<file path="src/rtl/lcc_pkg.sv">
package lcc_pkg;

    typedef enum logic [1:0] {
        MSG_DATA   = 2'b00,
        MSG_CREDIT = 2'b01,
        MSG_CTRL   = 2'b10,
        MSG_RSVD   = 2'b11
    } msg_kind_e;

    localparam int LEN_FW = 4;

    typedef struct packed {
        logic        valid;
        logic [31:0] word;
    } link_beat_t;

    function automatic msg_kind_e kind_of(input logic [31:0] w);
        return msg_kind_e'(w[31:30]);
    endfunction

    function automatic logic [31:0] make_credit();
        return {MSG_CREDIT, 30'd0};
    endfunction

    function automatic logic [31:0] make_ctrl(input logic [29:0] p);
        return {MSG_CTRL, p};
    endfunction

    function automatic logic [31:0] make_hdr(input logic [LEN_FW-1:0] lm1);
        return {MSG_DATA, 26'd0, lm1};
    endfunction

endpackage

</file>
<file path="src/rtl/lcc_rx_store.sv">
module lcc_rx_store
    import lcc_pkg::*;
#(
    parameter int DEPTH = 4,
    parameter int MAXW  = 16
) (
    input  logic        clk,
    input  logic        rst,
    input  logic        rx_valid,
    input  logic [31:0] rx_word,
    output logic        credit_seen,
    output logic        ctl_valid,
    output logic [29:0] ctl_payload,
    output logic        pkt_valid,
    output logic [31:0] pkt_word,
    output logic        pkt_last,
    input  logic        pkt_rd,
    output logic        slot_freed
);
    localparam int IDX_W  = $clog2(MAXW);
    localparam int SLOT_W = $clog2(DEPTH);
    localparam int OCC_W  = $clog2(DEPTH + 1);
    localparam int LEFT_W = $clog2(MAXW + 1);
    localparam int ADDR_W = $clog2(DEPTH * MAXW);

    logic [31:0]       mem     [DEPTH*MAXW];
    logic [IDX_W-1:0]  slot_lm1[DEPTH];

    logic              in_body;
    logic [LEFT_W-1:0] left;
    logic [IDX_W-1:0]  widx, ridx;
    logic [SLOT_W-1:0] wslot, rslot;
    logic [OCC_W-1:0]  occ;

    msg_kind_e         kind;
    logic              hdr_in, body_in, wr_done, rd_fire, rd_last, ctl_in;
    logic [ADDR_W-1:0] waddr, raddr;

    function automatic logic [SLOT_W-1:0] next_slot(input logic [SLOT_W-1:0] s);
        return (s == SLOT_W'(DEPTH - 1)) ? '0 : s + 1'b1;
    endfunction

    always_comb begin
        kind        = kind_of(rx_word);
        hdr_in      = rx_valid && !in_body && (kind == MSG_DATA);
        credit_seen = rx_valid && !in_body && (kind == MSG_CREDIT);
        ctl_in      = rx_valid && !in_body && (kind == MSG_CTRL);
        body_in     = rx_valid && in_body;
        wr_done     = body_in && (left == LEFT_W'(1));
        waddr       = ADDR_W'(wslot) * ADDR_W'(MAXW) + ADDR_W'(widx);
        raddr       = ADDR_W'(rslot) * ADDR_W'(MAXW) + ADDR_W'(ridx);
        pkt_valid   = (occ != '0);
        pkt_word    = mem[raddr];
        rd_last     = (ridx == slot_lm1[rslot]);
        pkt_last    = rd_last;
        rd_fire     = pkt_rd && pkt_valid;
        slot_freed  = rd_fire && rd_last;
    end

    always_ff @(posedge clk) begin
        if (body_in) mem[waddr] <= rx_word;
        if (hdr_in)  slot_lm1[wslot] <= IDX_W'(rx_word[LEN_FW-1:0]);
    end

    always_ff @(posedge clk) begin
        if (rst) begin
            in_body     <= 1'b0;
            left        <= '0;
            widx        <= '0;
            ridx        <= '0;
            wslot       <= '0;
            rslot       <= '0;
            occ         <= '0;
            ctl_valid   <= 1'b0;
            ctl_payload <= '0;
        end else begin
            ctl_valid <= ctl_in;
            if (ctl_in) ctl_payload <= rx_word[29:0];

            if (hdr_in) begin
                in_body <= 1'b1;
                left    <= LEFT_W'(rx_word[LEN_FW-1:0]) + LEFT_W'(1);
                widx    <= '0;
            end else if (body_in) begin
                widx <= widx + 1'b1;
                left <= left - 1'b1;
                if (wr_done) begin
                    in_body <= 1'b0;
                    wslot   <= next_slot(wslot);
                end
            end

            if (rd_fire) begin
                if (rd_last) begin
                    ridx  <= '0;
                    rslot <= next_slot(rslot);
                end else begin
                    ridx <= ridx + 1'b1;
                end
            end

            occ <= occ + OCC_W'(wr_done) - OCC_W'(slot_freed);
        end
    end

    AST_RX_ROOM: assert property (@(posedge clk) disable iff (rst)
        hdr_in |-> (occ < OCC_W'(DEPTH)));
    AST_RX_OCC_CAP: assert property (@(posedge clk) disable iff (rst)
        occ <= OCC_W'(DEPTH));
    AST_CTL_FROM_LINK: assert property (@(posedge clk) disable iff (rst)
        ctl_valid |-> $past(rx_valid));

endmodule

</file>
<file path="src/rtl/lcc_tx_arb.sv">
module lcc_tx_arb
    import lcc_pkg::*;
#(
    parameter int DEPTH = 4,
    parameter int MAXW  = 16
) (
    input  logic              clk,
    input  logic              rst,
    input  logic              credit_seen,
    input  logic              slot_freed,
    input  logic              ctl_in_valid,
    input  logic [29:0]       ctl_in_payload,
    output logic              ctl_in_ready,
    input  logic              tx_dat_valid,
    input  logic [LEN_FW-1:0] tx_dat_lm1,
    input  logic [31:0]       tx_dat_word,
    output logic              tx_dat_ready,
    output logic              link_valid,
    output logic [31:0]       link_word
);
    localparam int CNT_W  = $clog2(DEPTH + 1);
    localparam int LEFT_W = $clog2(MAXW + 1);

    logic [CNT_W-1:0]  credits, pending;
    logic              in_body;
    logic [LEFT_W-1:0] left;
    link_beat_t        beat_q, beat_d;
    logic              pick_credit, pick_ctl, pick_hdr, body_fire;

    always_comb begin
        tx_dat_ready = in_body;
        ctl_in_ready = !in_body && (pending == '0);
        pick_credit  = !in_body && (pending != '0);
        pick_ctl     = ctl_in_ready && ctl_in_valid;
        pick_hdr     = ctl_in_ready && !ctl_in_valid && tx_dat_valid && (credits != '0);
        body_fire    = in_body && tx_dat_valid;

        beat_d = '0;
        if (in_body) begin
            beat_d.valid = tx_dat_valid;
            beat_d.word  = tx_dat_word;
        end else if (pick_credit) begin
            beat_d.valid = 1'b1;
            beat_d.word  = make_credit();
        end else if (pick_ctl) begin
            beat_d.valid = 1'b1;
            beat_d.word  = make_ctrl(ctl_in_payload);
        end else if (pick_hdr) begin
            beat_d.valid = 1'b1;
            beat_d.word  = make_hdr(tx_dat_lm1);
        end
    end

    always_ff @(posedge clk) begin
        if (rst) begin
            credits <= CNT_W'(DEPTH);
            pending <= '0;
            in_body <= 1'b0;
            left    <= '0;
            beat_q  <= '0;
        end else begin
            beat_q <= beat_d;

            case ({credit_seen, pick_hdr})
                2'b10:   if (credits != CNT_W'(DEPTH)) credits <= credits + 1'b1;
                2'b01:   credits <= credits - 1'b1;
                default: credits <= credits;
            endcase

            pending <= pending + CNT_W'(slot_freed) - CNT_W'(pick_credit);

            if (pick_hdr) begin
                in_body <= 1'b1;
                left    <= LEFT_W'(tx_dat_lm1) + LEFT_W'(1);
            end else if (body_fire) begin
                left <= left - 1'b1;
                if (left == LEFT_W'(1)) in_body <= 1'b0;
            end
        end
    end

    assign link_valid = beat_q.valid;
    assign link_word  = beat_q.word;

    AST_CREDIT_CAP: assert property (@(posedge clk) disable iff (rst)
        credits <= CNT_W'(DEPTH));
    AST_HDR_SPENDS: assert property (@(posedge clk) disable iff (rst)
        (pick_hdr && !credit_seen) |=> (credits == $past(credits) - 1'b1));
    AST_BODY_HOLD: assert property (@(posedge clk) disable iff (rst)
        (in_body && !(body_fire && left == LEFT_W'(1))) |=> in_body);
    AST_CREDIT_FIRST: assert property (@(posedge clk) disable iff (rst)
        (!in_body && pending != '0) |=> (link_valid && link_word == make_credit()));
    AST_PENDING_CAP: assert property (@(posedge clk) disable iff (rst)
        pending <= CNT_W'(DEPTH));

endmodule

</file>
<file path="src/rtl/link_credit_ctrl.sv">
module link_credit_ctrl
    import lcc_pkg::*;
#(
    parameter int DEPTH = 4,
    parameter int MAXW  = 16
) (
    input  logic        clk,
    input  logic        rst,
    input  logic        rx_valid,
    input  logic [31:0] rx_word,
    output logic        link_valid,
    output logic [31:0] link_word,
    input  logic        tx_dat_valid,
    input  logic [3:0]  tx_dat_lm1,
    input  logic [31:0] tx_dat_word,
    output logic        tx_dat_ready,
    input  logic        ctl_in_valid,
    input  logic [29:0] ctl_in_payload,
    output logic        ctl_in_ready,
    output logic        ctl_rx_valid,
    output logic [29:0] ctl_rx_payload,
    output logic        pkt_valid,
    output logic [31:0] pkt_word,
    output logic        pkt_last,
    input  logic        pkt_rd
);
    logic credit_seen, slot_freed;

    lcc_rx_store #(.DEPTH(DEPTH), .MAXW(MAXW)) u_rx (
        .clk         (clk),
        .rst         (rst),
        .rx_valid    (rx_valid),
        .rx_word     (rx_word),
        .credit_seen (credit_seen),
        .ctl_valid   (ctl_rx_valid),
        .ctl_payload (ctl_rx_payload),
        .pkt_valid   (pkt_valid),
        .pkt_word    (pkt_word),
        .pkt_last    (pkt_last),
        .pkt_rd      (pkt_rd),
        .slot_freed  (slot_freed)
    );

    lcc_tx_arb #(.DEPTH(DEPTH), .MAXW(MAXW)) u_tx (
        .clk            (clk),
        .rst            (rst),
        .credit_seen    (credit_seen),
        .slot_freed     (slot_freed),
        .ctl_in_valid   (ctl_in_valid),
        .ctl_in_payload (ctl_in_payload),
        .ctl_in_ready   (ctl_in_ready),
        .tx_dat_valid   (tx_dat_valid),
        .tx_dat_lm1     (tx_dat_lm1),
        .tx_dat_word    (tx_dat_word),
        .tx_dat_ready   (tx_dat_ready),
        .link_valid     (link_valid),
        .link_word      (link_word)
    );

endmodule

</file>
<file path="config.mk">
export PLATFORM = sky130hd
export DESIGN_NAME = link_credit_ctrl
export DESIGN_NICKNAME = d
export VERILOG_FILES = /design/src/rtl/lcc_pkg.sv /design/src/rtl/lcc_rx_store.sv /design/src/rtl/lcc_tx_arb.sv /design/src/rtl/link_credit_ctrl.sv
export SDC_FILE = /design/constraint.sdc
export NUM_CORES = 2
export LEC_CHECK = 0
export CAP_MARGIN = 20
export CORE_ASPECT_RATIO = 0.5
export CORE_MARGIN = 8
export CORE_UTILIZATION = 24
export CTS_BUF_LIST = sky130_fd_sc_hd__clkbuf_8
export CTS_CLUSTER_SIZE = 40
export DETAILED_ROUTE_END_ITERATION = 8
export DONT_BUFFER_PORTS = 1
export HOLD_SLACK_MARGIN = 0.06
export PLACE_DENSITY = 0.5
export SLEW_MARGIN = 40
export SYNTH_ARGS = -nofsm -noshare
export SYNTH_HDL_FRONTEND = slang
export SYNTH_SLANG_ARGS = --single-unit
</file>
<file path="constraint.sdc">
create_clock -name clk -period 3.25 [get_ports clk]
set_clock_uncertainty 0.1 [all_clocks]
set_input_delay 0.4875 -clock clk [delete_from_list [all_inputs] [get_ports clk]]
set_output_delay 0.4875 -clock clk [all_outputs]
set_load 0.01 [all_outputs]
</file>
# Word-level counts from Yosys, hierarchy flattened
# Memory sizes are Yosys's and may differ from the RTL's. A register that Yosys moved wholly into a read port is not among the register bits.
# Index checks and enable logic that the tools add are counted.
[totals]
register_bits = 97
mem_bits_rw = 2064
inputBits = 104
out_inout_bits = 100
wordCells = 104
mem_count = 2
[memory_table]
columns = ["memory", "words", "width", "read_ports", "rd_ports_with_merged_regs", "write_ports", "line_no", "text"]
rows = [
  ["u_rx.mem", 64, 32, 1, 0, 1, "lcc_rx_store.sv:26", "logic [31:0] mem [DEPTH*MAXW];"],
  ["u_rx.slot_lm1", 4, 4, 1, 1, 1, "lcc_rx_store.sv:27", "logic [IDX_W-1:0] slot_lm1[DEPTH];"],
]
[op_classes]
n_addsub = 16
n_eq_ne = 11
mux = 25
bitwise_logic = 1
reduce_logical = 34
[ops]
columns = ["op", "count"]
rows = [
  ["$mux W33", 4],
  ["$mux W5", 4],
  ["$logic_and A1 B1 Y1", 15],
  ["$add A6 B4 Y6", 2],
  ["$add A4 B1 Y5 const B", 2],
  ["$eq A5 B1 Y1 const B", 2],
  ["$mux W1", 10],
  ["$reduce_bool A2 Y1", 5],
  ["$sub A5 B1 Y5 const B", 2],
  ["$reduce_bool A3 Y1", 3],
  ["$add A4 B1 Y4 const B", 2],
  ["$eq A2 B2 Y1 const B", 4],
  ["$mux W2", 4],
  ["$reduce_and A2 Y1", 4],
  ["$add A3 B1 Y3", 2],
  ["$pmux W3 S2", 1],
  ["$sub A3 B1 Y3", 2],
  ["$add A2 B1 Y2 const B", 2],
  ["$eq A2 B1 Y1 const B", 2],
  ["$eq A4 B4 Y1", 1],
  ["$mux W4", 1],
  ["$add A3 B1 Y3 const B", 1],
  ["$logic_not A1 Y1", 3],
  ["$logic_not A3 Y1", 1],
  ["other kinds (8)", 8],
]

# Logic depth before layout (Yosys ltp)
[depth]
word_depth = 9
mapped_depth = 15
mapped_depth_nobuf = 12

# Hierarchy
# Synthesis repeated with hierarchy kept, for this count alone.
[hier_totals]
cells_unflattened = 3793
hier_area_um2 = 82300.2
[by_module_without_submodules]
columns = ["module", "n_inst", "cells_each", "area_each_um2", "seq_area_each_um2"]
rows = [
  ["lcc_rx_store", 1, 3575, 80220.7, 63060.5],
  ["lcc_tx_arb", 1, 218, 2079.5, 900.9],
]

# Worst setup path before layout
# Ideal clock, no wire load.
[synth_timing]
kind = "register to register"
from = "register u_rx.widx[0]"
to = "memory u_rx.mem[33][0], enable pin"
setup_time_ps = 421
t_arrival_ps = 2562
required_time_ps = 2729
slack_ps = 167
stages_incl_launch_ff = 5
n_path_buf = 2
synth_period_minus_slack_ps = 3083
path_cell_list = "dfxtp_1 -> clkbuf_1 -> or3b_2 -> clkbuf_1 -> nor2_1"
[synth_via]
elab_chain_cells = 1
[synth_lines]
columns = ["element", "line_no", "text"]
rows = [
  ["start, declared", "lcc_rx_store.sv:31", "logic [IDX_W-1:0] widx, ridx;"],
  ["start signal, assigned", "lcc_rx_store.sv:85", "widx <= widx + 1'b1;"],
  ["$add A6 B4 Y6", "lcc_rx_store.sv:50", "waddr = ADDR_W'(wslot) * ADDR_W'(MAXW) + ADDR_W'(widx);"],
  ["end, declared", "lcc_rx_store.sv:26", ""],
]
# No other way between the ends.

# Worst setup path after layout
[layout_timing]
from = "register u_rx.ridx[0]"
to = "output pkt_word[15]"
[layout_via]
elab_chain_cells = 2
[layout_lines]
columns = ["element", "line_no", "text"]
rows = [
  ["start, declared", "lcc_rx_store.sv:31", ""],
  ["start signal, assigned", "lcc_rx_store.sv:98", "ridx <= ridx + 1'b1;"],
  ["$add A6 B4 Y6", "lcc_rx_store.sv:51", "raddr = ADDR_W'(rslot) * ADDR_W'(MAXW) + ADDR_W'(ridx);"],
  ["$mem_v2 Z64 W32", "--", ""],
  ["end, declared", "link_credit_ctrl.sv:23", "output logic [31:0] pkt_word,"],
]
# No other way between the ends.

==> impl_metrics.json <==
{
  "syn_avg_cell_area_um2": 21.1,
  "syn_nets": 4031,
  "cts-htree-levels": 5,
  "die_width_um": 844,
  "fin_setup_tns_ns": -24.12,
  "rows": 152,
  "clk_path_buf_depth": 4,
  "grt-busiest-layer": "met2",
  "core-area_mm2": 0.342,
  "regArea_mm2": 0.0640,
  "powerDensity_mw_per_mm2": 525,
  "route.detailed.drc": 0,
  "hold_viol": 0,
  "viasPerCell": 4.67,
  "yosysWarningCount": 0,
  "io_buffers": 0,
  "end_kind": "output port",
  "setup_slack_ns": -0.829,
  "area_delta_synth_final_pct": 26.6,
  "layout.cells.non_filler": 9580,
  "status": "finished with violations",
  "grtUsageMet3_pct": 2.23,
  "dp_hpwl_um": 149000,
  "met1_usage_pct": 18.1,
  "holdWs_ns": 0.182,
  "period_minus_slack_ns": 4.08,
  "synth-seq-cells": 2163,
  "holdPathStages": 3,
  "finalCritPeriodShare_pct": 126,
  "drt-total-wl_um": 262000,
  "path_clk_slew_ns": 0.06,
  "antenna_found_initial": 24,
  "grt_overflow": 0,
  "cap_violations": 0,
  "fillerInstances": 33100,
  "crit_chain": "buf_12, buf_12, buf_16, buf_12, buf_12, mux4_2, o22ai_4, nor4_2, buf_4, o22a_1, buf_6",
  "ctsRootBufferMaster": "clkbuf_8",
  "place.gp.congestion": 0.775,
  "met2_usage_pct": 23.4,
  "pre_cts_slack_ns": -0.290,
  "arrival_ns": 3.49,
  "cts_made_buffers": 361,
  "cp_slowest_cell": "mux4_2",
  "ys_seq_area_share_pct": 77.7,
  "start_util_pct": 24.1,
  "cp_common_cell": "buf_12",
  "grtUsageTotal_pct": 13.8,
  "nets": 4878,
  "vdd_drop_max_mv": 0.415,
  "grt_pass1_vias": 45900,
  "synth-edff-count": 2064,
  "vias": 44700,
  "wl_per_cell_um": 27.4,
  "slew_headroom_pct": 43.4,
  "grt_start_max_net_pins": 98,
  "crit_type": "reg -> out",
  "leakage_nw": 32.0,
  "slowest_delay_ns": 0.53,
  "tightest_slew_ns": 0.847,
  "worstHoldPathType": "in -> reg",
  "multi_input_area_mm2": 0.0193,
  "netlist_instances": 3907,
  "fmax_mhz": 245,
  "rsz0062_at_grt": "yes",
  "rr_worst_depth": 8,
  "ys.flop_type": "edfxtp_1",
  "final_layout_size_suffix_gt1_share_pct": 34.9,
  "clock-sinks": 2163,
  "crit_path_max_fanout": 8,
  "dieArea_mm2": 0.363,
  "fp.dieH_um": 430,
  "final_area_mm2": 0.104,
  "dp.cells": 8612,
  "async_flop_share_pct": 0,
  "dpl_cell_area_mm2": 0.0916,
  "setup_violations": 32,
  "ant_nets": 0,
  "dr.pass1.iters": 6,
  "drv_slew": 0,
  "synth_cell_types": 61,
  "start_kind": "flop",
  "cts_tree": "yes",
  "violations": "negative setup slack",
  "clkLatencyLatePin_ns": 1.02,
  "synth_area_mm2": 0.0824,
  "drt_iter0_markers": 4976,
  "ioPinCount": 204,
  "grt_pass1_wl_um": 358000,
  "worstPathRequired_ns": 2.66
}
-- stage by stage --
step / power, mW / util, %
after floorplan: 31.9 / -
after global placement: 32.0 / 26.7
after detailed placement: 32.1 / 26.7
after CTS: 55.2 / 29.9
after global routing: 56.5 / 30.4
final: 54.7 / 30.4
-- worst max-delay path, delay by kind of cell, from the launching register on --
kind / cells / cell delay, ns
AO/OA/AOI/OAI: 2 / 0.48
multiplexers: 1 / 0.53
buffers and inverters: 7 / 0.99
flip-flops: 1 / 0.36
AND/OR/NAND/NOR: 1 / 0.06
-- path summary, 6_finish.rpt --
check,startpoint,to,slack [ns]
setup reg to reg,u_tx.pending[1]$_SDFF_PP0_,u_tx.link_word[22]$_SDFF_PP0_,0.08
hold / removal,tx_dat_word[19],u_tx.link_word[19]$_SDFF_PP0_,0.18
hold reg to reg,u_rx.wslot[1]$_SDFFE_PP0P_,u_rx.wslot[1]$_SDFFE_PP0P_,0.41
setup / recovery,u_rx.ridx[0]$_SDFFE_PP0P_,pkt_word[15],-0.83
-- cell usage in the layout, fill, tap and decap left out, types with 33 or more instances in the layout --
cell,count
edfxtp_1,2064
mux4_2,470
clkbuf_8,370
buf_4,313
dlygate4sd3_1,155
nand2_1,136
mux2i_1,114
clkinv_1,110
inv_1,107
buf_12,107
dfxtp_1,92
nor2_1,78
o22ai_1,68
nor2_4,65
buf_16,60
a21oi_1,52
o22ai_2,50
clkinv_2,48
a22oi_1,44
buf_6,40
nor3_1,33
-- cell type report --
type | count | share of cell area (%)
Antenna cell | 9 | 0.0216
Clock buffer | 370 | 4.89
Clock inverter | 267 | 1.31
Inverter | 20 | 0.0756
Multi-Input combinational cell | 1503 | 18.5
Sequential cell | 2163 | 61.4
Tap cell | 4543 | 5.45
Timing Repair Buffer | 705 | 8.40
-- cells in the mapped netlist, types with 22 or more instances --
master	count	area share (%)
o22ai_1	147	1.1
dfxtp_1	99	2.4
buf_4	33	0.30
a22oi_1	48	0.44
nor2_1	149	0.68
nor3_1	40	0.24
mux2i_1	128	1.6
nand2_1	144	0.66
nand3_1	24	0.15
buf_2	52	0.32
edfxtp_1	2064	75
mux4_2	470	13
nor4_1	25	0.19
o221ai_1	22	0.23
clkbuf_1	109	0.50
o21ai_0	34	0.21
a21oi_1	62	0.38
-- metal layers --
layer / vias up / wire length, µm / part of all wire, %
li1: 18100 / - / -
met1: 24300 / 109000 / 42
met2: 1870 / 129000 / 49
met3: 445 / 16900 / 6.4
met4: 2 / 7210 / 2.8
met5: - / 13 / 0.0050
-- logic make-up (layout without fill, tap and decap cells) --
| group | count (synthesis) | in the layout | share of synthesized area (%) |
|---|---|---|---|
| and+or+nand+nor | 456 | 456 | 2.53 |
| xor gates and xnor gates | 26 | 26 | 0.277 |
| DFF | 2163 | 2163 | 77.7 |
| other | 0 | 9 | 0 |
| adders and majority gates | 20 | 20 | 0.331 |
| AOI/OAI and AO/OA | 402 | 402 | 3.26 |
| buffers and inverters | 241 | 1362 | 1.51 |
| muxes | 599 | 599 | 14.4 |
-- timing repair --
item,CTS,global route
cloned,6,14
hold endpoints to repair,2179,1
pin swaps,12,39
setup endpoints to repair,33,38
buffers inserted,51,71
hold buffers,188,1
gates resized for setup,258,158
-- report_power, final --
part / internal (mW) / leakage (nW) / switching [mW]
Clock: 11.3 / 3.64 / 10.8
Combinational: 0.730 / 8.95 / 1.08
Sequential: 30.6 / 19.4 / 0.134
Total: 42.7 / 32.0 / 12.0
-- sequential cells by signal, summed over array words and instances (netlist names), named ones only --
signal             flops
u_rx.ctl_payload      30
u_rx.ctl_valid         1
u_rx.in_body           1
u_rx.left              5
u_rx.mem            2048
u_rx.occ               3
u_rx.ridx              4
u_rx.rslot             2
u_rx.slot_lm1         16
u_rx.widx              4
u_rx.wslot             2
u_tx.credits           3
u_tx.left              5
u_tx.link_valid        1
u_tx.link_word        32
u_tx.pending           3
u_tx.tx_dat_ready      1
No activity file was read; power rests on OpenSTA's default activity.
